[config.mk]
export PLATFORM = sky130hd
export DESIGN_NAME = hdlc_rx_deframer
export DESIGN_NICKNAME = d
export VERILOG_FILES = /design/src/rtl/hdlc_rx_pkg.sv /design/src/rtl/hdlc_bit_unstuff.sv /design/src/rtl/hdlc_fcs16.sv /design/src/rtl/hdlc_frame_ctl.sv /design/src/rtl/hdlc_rx_deframer.sv
export SDC_FILE = /design/constraint.sdc
export NUM_CORES = 1
export LEC_CHECK = 0
export BUFFER_PORTS_ARGS = -buffer_cell sky130_fd_sc_hd__buf_2
export CAP_MARGIN = 40
export CORE_MARGIN = 2
export CORE_UTILIZATION = 60
export DETAILED_ROUTE_END_ITERATION = 16
export MAX_ROUTING_LAYER = met4
export PLACE_DENSITY = 0.84
export SETUP_SLACK_MARGIN = 0.1
export SLEW_MARGIN = 20
export SYNTH_ARGS = -nofsm -noshare
export SYNTH_HDL_FRONTEND = slang
export SYNTH_SLANG_ARGS = --single-unit
[constraint.sdc]
create_clock -name clk -period 3.2 [get_ports clk]
set_clock_uncertainty 0.1 [all_clocks]
set_input_delay 0.16 -clock clk [delete_from_list [all_inputs] [get_ports clk]]
set_output_delay 0.16 -clock clk [all_outputs]
set_load 0.05 [all_outputs]
[src/rtl/hdlc_rx_pkg.sv]
// Shared constants and types of the HDLC receive deframer.
package hdlc_rx_pkg;
    localparam int          BYTE_W       = 8;
    localparam int          FCS_W        = 16;
    localparam logic [15:0] FCS_POLY_REV = 16'h8408;
    localparam logic [15:0] FCS_PRESET   = 16'hFFFF;
    localparam logic [15:0] FCS_RESIDUE  = 16'hF0B8;

    // A byte waiting to be released, with its first-of-packet mark.
    typedef struct packed {
        logic [BYTE_W-1:0] data;
        logic              first;
    } held_byte_t;
endpackage

[src/rtl/hdlc_bit_unstuff.sv]
// Classifies each strobed line bit as a data bit, a deleted stuffing zero,
// a flag end or an abort, from a running count of consecutive ones.
// Assumes: one bit per strobe; clr returns the count to zero.
module hdlc_bit_unstuff #(
    parameter int ONE_RUN = 5
) (
    input  logic clk,
    input  logic rst_n,
    input  logic clr,
    input  logic stb,
    input  logic din,
    output logic dat_stb,
    output logic dat_bit,
    output logic flag_stb,
    output logic abort_stb
);
    localparam int ONE_MAX = ONE_RUN + 2;
    localparam int CNT_W   = $clog2(ONE_MAX + 1);

    logic [CNT_W-1:0] ones;
    logic             at_run;
    logic             at_six;

    // Decode the current bit against the run of ones before it.
    always_comb begin
        at_run    = (ones == CNT_W'(ONE_RUN));
        at_six    = (ones == CNT_W'(ONE_RUN + 1));
        flag_stb  = stb & ~din & at_six;
        abort_stb = stb &  din & at_six;
        dat_stb   = stb & ((ones < CNT_W'(ONE_RUN)) | (at_run & din));
        dat_bit   = din;
    end

    // Track consecutive ones, saturating after an abort.
    always_ff @(posedge clk) begin
        if (!rst_n || clr) begin
            ones <= '0;
        end else if (stb) begin
            if (!din)                           ones <= '0;
            else if (ones != CNT_W'(ONE_MAX))   ones <= ones + 1'b1;
        end
    end
endmodule

[src/rtl/hdlc_fcs16.sv]
// Bit-serial frame check register, low bit first (reflected form).
// Assumes: init has priority over en.
module hdlc_fcs16 #(
    parameter int          W      = 16,
    parameter logic [W-1:0] POLY   = 16'h8408,
    parameter logic [W-1:0] PRESET = 16'hFFFF
) (
    input  logic         clk,
    input  logic         rst_n,
    input  logic         init,
    input  logic         en,
    input  logic         din,
    output logic [W-1:0] crc
);
    // Shift one bit into the check register.
    always_ff @(posedge clk) begin
        if (!rst_n || init)  crc <= PRESET;
        else if (en)         crc <= (crc >> 1) ^ ((crc[0] ^ din) ? POLY : '0);
    end
endmodule

[src/rtl/hdlc_frame_ctl.sv]
// Frame tracking: holds the newest frame bits in a window so that the flag
// and check bits never leave as data, releases bytes through a one-byte
// hold so that the last byte can carry the verdict, and captures the check
// word. Assumes BYTE_W is a power of two and events are mutually exclusive.
module hdlc_frame_ctl
    import hdlc_rx_pkg::*;
#(
    parameter int FLAG_W   = 8,
    parameter int MIN_BITS = 32
) (
    input  logic              clk,
    input  logic              rst_n,
    input  logic              clr,
    input  logic              dat_stb,
    input  logic              dat_bit,
    input  logic              flag_stb,
    input  logic              abort_stb,
    input  logic              crc_ok,
    output logic              crc_init,
    output logic              crc_en,
    output logic              crc_bit,
    output logic              pend_busy,
    output logic              out_valid,
    output logic [BYTE_W-1:0] out_byte,
    output logic              out_first,
    output logic              out_eop,
    output logic              out_good,
    output logic [FCS_W-1:0]  rx_fcs
);
    localparam int TAIL    = FCS_W + FLAG_W - 1;
    localparam int SR_W    = TAIL + BYTE_W;
    localparam int MIN_N   = MIN_BITS + FLAG_W - 1;
    localparam int CAP     = (MIN_N > SR_W) ? MIN_N : SR_W;
    localparam int CNT_W   = $clog2(CAP + 1);
    localparam int PH_W    = $clog2(BYTE_W);
    localparam int FCS_LO  = SR_W - FLAG_W - FCS_W + 1;
    localparam int CRC_TAP = SR_W - FLAG_W;

    logic [SR_W-1:0]  sr, sr_next;
    logic [CNT_W-1:0] n, n_next;
    logic [PH_W-1:0]  ph, ph_next;
    logic             in_frame, first_due, pend_v;
    held_byte_t       pend;
    logic             dat_go, extract, closing, frame_ok, fcs_cap;
    logic [FCS_W-1:0] fcs_view;

    // Next-state values of the bit window and counters.
    always_comb begin
        sr_next = {dat_bit, sr[SR_W-1:1]};
        n_next  = (n == CNT_W'(CAP)) ? n : n + 1'b1;
        ph_next = ph + 1'b1;
        dat_go  = in_frame & dat_stb;
        extract = dat_go & (ph_next == PH_W'(TAIL % BYTE_W)) & (n_next >= CNT_W'(SR_W));
        closing = in_frame & flag_stb & (n > CNT_W'(FLAG_W - 1));
        frame_ok = (ph == PH_W'((FLAG_W - 1) % BYTE_W)) & (n >= CNT_W'(MIN_N)) & crc_ok;
        fcs_cap = closing & (n >= CNT_W'(TAIL));
    end

    // Check word as sent: earliest line bit to the top.
    always_comb begin
        for (int i = 0; i < FCS_W; i++) fcs_view[FCS_W-1-i] = sr[FCS_LO+i];
    end

    // Feed the check register with bits old enough to be frame bits.
    assign crc_init  = flag_stb;
    assign crc_en    = dat_go & (n_next >= CNT_W'(FLAG_W));
    assign crc_bit   = sr_next[CRC_TAP];
    assign pend_busy = pend_v;

    // Frame state, byte hold and output register.
    always_ff @(posedge clk) begin
        if (!rst_n) begin
            sr <= '0; n <= '0; ph <= '0;
            in_frame <= 1'b0; first_due <= 1'b0; pend_v <= 1'b0; pend <= '0;
            out_valid <= 1'b0; out_byte <= '0; out_first <= 1'b0;
            out_eop <= 1'b0; out_good <= 1'b0; rx_fcs <= '0;
        end else if (clr) begin
            n <= '0; ph <= '0;
            in_frame <= 1'b0; pend_v <= 1'b0; out_valid <= 1'b0;
        end else begin
            out_valid <= 1'b0;
            if (flag_stb) begin
                if (closing && pend_v) begin
                    out_valid <= 1'b1; out_byte <= pend.data; out_first <= pend.first;
                    out_eop <= 1'b1; out_good <= frame_ok;
                end
                if (fcs_cap) rx_fcs <= fcs_view;
                pend_v <= 1'b0; in_frame <= 1'b1; first_due <= 1'b1;
                n <= '0; ph <= '0;
            end else if (abort_stb) begin
                if (in_frame && pend_v) begin
                    out_valid <= 1'b1; out_byte <= pend.data; out_first <= pend.first;
                    out_eop <= 1'b1; out_good <= 1'b0;
                end
                pend_v <= 1'b0; in_frame <= 1'b0;
            end else if (dat_go) begin
                sr <= sr_next; n <= n_next; ph <= ph_next;
                if (extract) begin
                    if (pend_v) begin
                        out_valid <= 1'b1; out_byte <= pend.data; out_first <= pend.first;
                        out_eop <= 1'b0; out_good <= 1'b0;
                    end
                    pend.data  <= sr_next[BYTE_W-1:0];
                    pend.first <= first_due;
                    pend_v     <= 1'b1;
                    first_due  <= 1'b0;
                end
            end
        end
    end

    AST_GOOD_ONLY_AT_EOP: assert property (@(posedge clk) disable iff (!rst_n)
        (out_valid && out_good) |-> out_eop);
    AST_GOOD_NOT_SINGLE: assert property (@(posedge clk) disable iff (!rst_n)
        (out_valid && out_eop && out_good) |-> !out_first);
    AST_OUT_NEEDS_FRAME: assert property (@(posedge clk) disable iff (!rst_n)
        out_valid |-> $past(in_frame));
endmodule

[src/rtl/hdlc_rx_deframer.sv]
// Top of the HDLC receive deframer: enable policy, bit classification,
// frame check and frame tracking. Assumes bit_en marks one line bit per
// cycle at most; outputs are registered one-cycle byte events.
module hdlc_rx_deframer
    import hdlc_rx_pkg::*;
#(
    parameter int ONE_RUN  = 5,
    parameter int MIN_BITS = 32
) (
    input  logic              clk,
    input  logic              rst_n,
    input  logic              rx_enable,
    input  logic              bit_en,
    input  logic              bit_in,
    output logic              out_valid,
    output logic [BYTE_W-1:0] out_byte,
    output logic              out_first,
    output logic              out_eop,
    output logic              out_good,
    output logic [FCS_W-1:0]  rx_fcs
);
    localparam int FLAG_W = ONE_RUN + 3;

    logic             keep_q, active, stb;
    logic             dat_stb, dat_bit, flag_stb, abort_stb;
    logic             crc_init, crc_en, crc_bit, pend_busy;
    logic [FCS_W-1:0] crc;

    // Receiver runs while enabled, or while draining a started packet.
    always_comb begin
        active = rx_enable | (keep_q & pend_busy);
        stb    = bit_en & active;
    end

    // Remember whether the receiver ran last cycle.
    always_ff @(posedge clk) begin
        if (!rst_n) keep_q <= 1'b0;
        else        keep_q <= active;
    end

    hdlc_bit_unstuff #(.ONE_RUN(ONE_RUN)) unstuff_i (
        .clk(clk), .rst_n(rst_n), .clr(~active), .stb(stb), .din(bit_in),
        .dat_stb(dat_stb), .dat_bit(dat_bit), .flag_stb(flag_stb), .abort_stb(abort_stb)
    );

    hdlc_fcs16 #(.W(FCS_W), .POLY(FCS_POLY_REV), .PRESET(FCS_PRESET)) fcs_i (
        .clk(clk), .rst_n(rst_n), .init(crc_init), .en(crc_en), .din(crc_bit), .crc(crc)
    );

    hdlc_frame_ctl #(.FLAG_W(FLAG_W), .MIN_BITS(MIN_BITS)) frame_i (
        .clk(clk), .rst_n(rst_n), .clr(~active),
        .dat_stb(dat_stb), .dat_bit(dat_bit), .flag_stb(flag_stb), .abort_stb(abort_stb),
        .crc_ok(crc == FCS_RESIDUE),
        .crc_init(crc_init), .crc_en(crc_en), .crc_bit(crc_bit), .pend_busy(pend_busy),
        .out_valid(out_valid), .out_byte(out_byte), .out_first(out_first),
        .out_eop(out_eop), .out_good(out_good), .rx_fcs(rx_fcs)
    );

    AST_FCS_HOLDS: assert property (@(posedge clk) disable iff (!rst_n)
        !flag_stb |=> $stable(rx_fcs));
    AST_OUT_WHILE_ACTIVE: assert property (@(posedge clk) disable iff (!rst_n)
        out_valid |-> $past(active));
endmodule

==> metrics <==
top-count cell post-synth=nand2_1; status=finished, violations left; fmax=0.3932 GHz; Mapped Nets=462; Num CTS Buffers=9; Core Util, Final=68.60%; Vias=3080; Peak VDD IR=282.0 uV; Hold Violations, Final=0; first-pass GRT wire length=12.91 mm; Routability Congestion=0.8494; gr ovfl total=0; max_cap viols=0; clk_lat worst skew=0.37 ns; largest net degree at the start of global routing=56; Final nets=485; Non-Filler Instances=554; layout cell share with drive strength beyond 1=12.79%; area grow syn2layout=9.894%; Cells after DPL=538; Main synth FF type=dfxtp_1; n_diodes=0; Crit Path Max Fanout=13; chip height=85.74 um; Antenna Violating Nets Remaining=0; min cycle time layout=2.543 ns; busiest metal layer after global routing=met2; Cells after Synth=449; met1 usage=28.11%; cell family with most CP delay=compound AO/OA/AOI/OAI gates; Data required, critical path=3.39 ns; total wire length=7.591 mm; largest area contributor in the netlist=dfxtp_1; met3 Use GR=5.005%; Post-synth EDFFs=0; Buf/Inv on CP=2; CTS tree=done; Sum Neg Setup Slack=0 ns; First-pass DRT Iterations=11; Max Buffers Root-to-Sink=2; Crit Path Category=reg2reg; clk slew on worst S/H paths=0.09 ns; synthesized area=4009 um2; Synth top area share=49.44%; H-Tree Depth=3; Fillers=491; synthesis warning total=0; initial core utilization=62.42%; setup repair bufs after CTS=0; Max-slew headroom=51.48%; Setup-failing EPs final=0; Async SR Flop Fraction=0%; crit-path cells=inv_1 > ha_1 > a2bb2oi_1 > a211o_1 > a311oi_4 > buf_4 > a21oi_2 > mux2i_1; critical path's slowest cell=a21oi_2; clk root buf=clkbuf_8; unrepaired setup endpoints after global routing=false; Hold Path Class=in2reg; Overall Global Routing Usage=22.83%; Clock Sinks=99; actual slew at the worst max-slew pin=0.7278 ns; dpl hpwl=5.084 mm; Die ar.=7351 um2; Static Leakage=1.666 nW; wire length per cell=13.70 um; Tot Pwr=2.099 mW; violated checks=design-rule violations; slowest stage delay, CP=0.58 ns; 1st-iter DRT viols=150; CP Data Arrival Time=2.74 ns; grt met2 use=35.16%; Critical Path Sink Type=flip-flop; count of pins over their slew limit=0; vias in the first global route=2842; pwr dens=476.4 nW/um2; top cells by area, synth=dfxtp_1 (49%), mux2i_1 (11%), nand2_1 (10%), a21oi_1 (5.7%), nor2_1 (3.0%); flops & latches, synth=99; cts repair resizes=0; via/cell ratio=5.560; Tcrit/Tclk final=79.47%; Commonest cells post-synth=nand2_1 (107), dfxtp_1 (99), a21oi_1 (46), mux2i_1 (46), nor2_1 (32); I/O pins=33; Avg Cell Area, Syn=8.928 um2; num rows=29; buffers added on ports=32; Core Box Area=6422 um2; Die X=85.74 um; Critical Path Start Type=flip-flop; initial antenna violation count=0; DRC viols=4; number of distinct library cells after synthesis=45; register area share after synthesis=49.44%; CTS hold repair buffers=0
[worst register-to-register path, cell delays in order, from the launching register on]
cell	delay (ns)
dfxtp_1	0.44
inv_1	0.07
ha_1	0.18
a2bb2oi_1	0.23
a211o_1	0.32
a311oi_4	0.08
buf_4	0.20
a21oi_2	0.58
mux2i_1	0.26
[cells by family after synthesis]
kind of cell | synth area share, %
buf+inv | 3.808
compound gates | 12.98
simple gates | 18.04
xor+xnor | 1.748
mux | 11.49
fa+ha+maj | 2.497
flops | 49.44
[cells in the final DEF, fill, tap and decap left out, types with 2 or more instances in the layout]
master    instances
a31oi_1           2
xnor2_1           3
nand4_1           3
clkinv_4          2
nand2b_1          2
inv_1             7
nand3_1          14
nor3_1            2
o31ai_1           2
o21ai_1          11
dfxtp_1          99
nor2_1           32
buf_2            32
xor2_1            5
a21oi_1          45
ha_1              8
nand2_1         107
o21ai_0           4
clkbuf_8         10
and2_1            3
mux2i_1          46
a22oi_1           2
a21oi_2           2
o211a_1           2
buf_4             7
a211oi_1          2
[metrics by stage]
step	hold WS [ns]	setup slack, ns	area (um2)
global route	0.05088	0.4865	4405
finish	0.05540	0.6569	4405
CTS	0.03918	0.6650	4405
floorplan	0.2109	1.076	4009
global placement	0.3400	0.8594	4188
detailed placement	0.3445	0.6778	4195
[metal layers]
layer	vias up	part of all wire [%]	routed length [um]
met4	0	2.3	174
met2	68	49	3709
li1	1577	-	-
met3	15	4.2	322
met5	-	0	0
met1	1420	45	3384
[path summary, 6_finish.rpt]
| kind | start | end | slack, ns | depth (start not counted) |
|---|---|---|---|---|
| worst max-delay path | unstuff_i.ones[1]$_SDFFE_PN0P_ | frame_i.out_byte[7]$_SDFFE_PN0P_ | 0.66 | 8 |
| worst min-delay path | bit_in | frame_i.sr[30]$_SDFFE_PN0P_ | 0.06 | 3 |
| worst max register to register | unstuff_i.ones[1]$_SDFFE_PN0P_ | frame_i.out_byte[7]$_SDFFE_PN0P_ | 0.66 | 8 |
| worst min register to register | frame_i.sr[27]$_SDFFE_PN0P_ | frame_i.sr[26]$_SDFFE_PN0P_ | 0.36 | 2 |
[where the power goes]
group	internal, mW	leakage [nW]	switching (mW)
clock network	0.392	0.109	0.440
registers	1.23	0.798	0.000910
logic	0.00635	0.760	0.0277
total	1.63	1.67	0.469
[sequential cells by signal, summed over array words and instances (netlist names)]
| signal | count |
|---|---|
| frame_i.first_due | 1 |
| frame_i.out_good | 1 |
| frame_i.out_first | 1 |
| frame_i.out_eop | 1 |
| frame_i.ph | 3 |
| frame_i.rx_fcs | 16 |
| unstuff_i.ones | 3 |
| fcs_i.crc | 16 |
| frame_i.sr | 30 |
| frame_i.pend_busy | 1 |
| frame_i.in_frame | 1 |
| frame_i.pend | 9 |
| keep_q | 1 |
| frame_i.out_byte | 8 |
| frame_i.n | 6 |
| frame_i.out_valid | 1 |
[layout make-up]
cell class / count / area [um2] / area share, %
Multi-Input combinational cell: 316 / 1878 / 42.63
Timing Repair Buffer: 39 / 212.7 / 4.828
Clock buffer: 10 / 137.6 / 3.124
Clock inverter: 6 / 72.57 / 1.647
Tap cell: 77 / 96.34 / 2.187
Sequential cell: 99 / 1982 / 44.99
Inverter: 7 / 26.28 / 0.5964
Note: power is estimated with default switching activity, not from simulation.
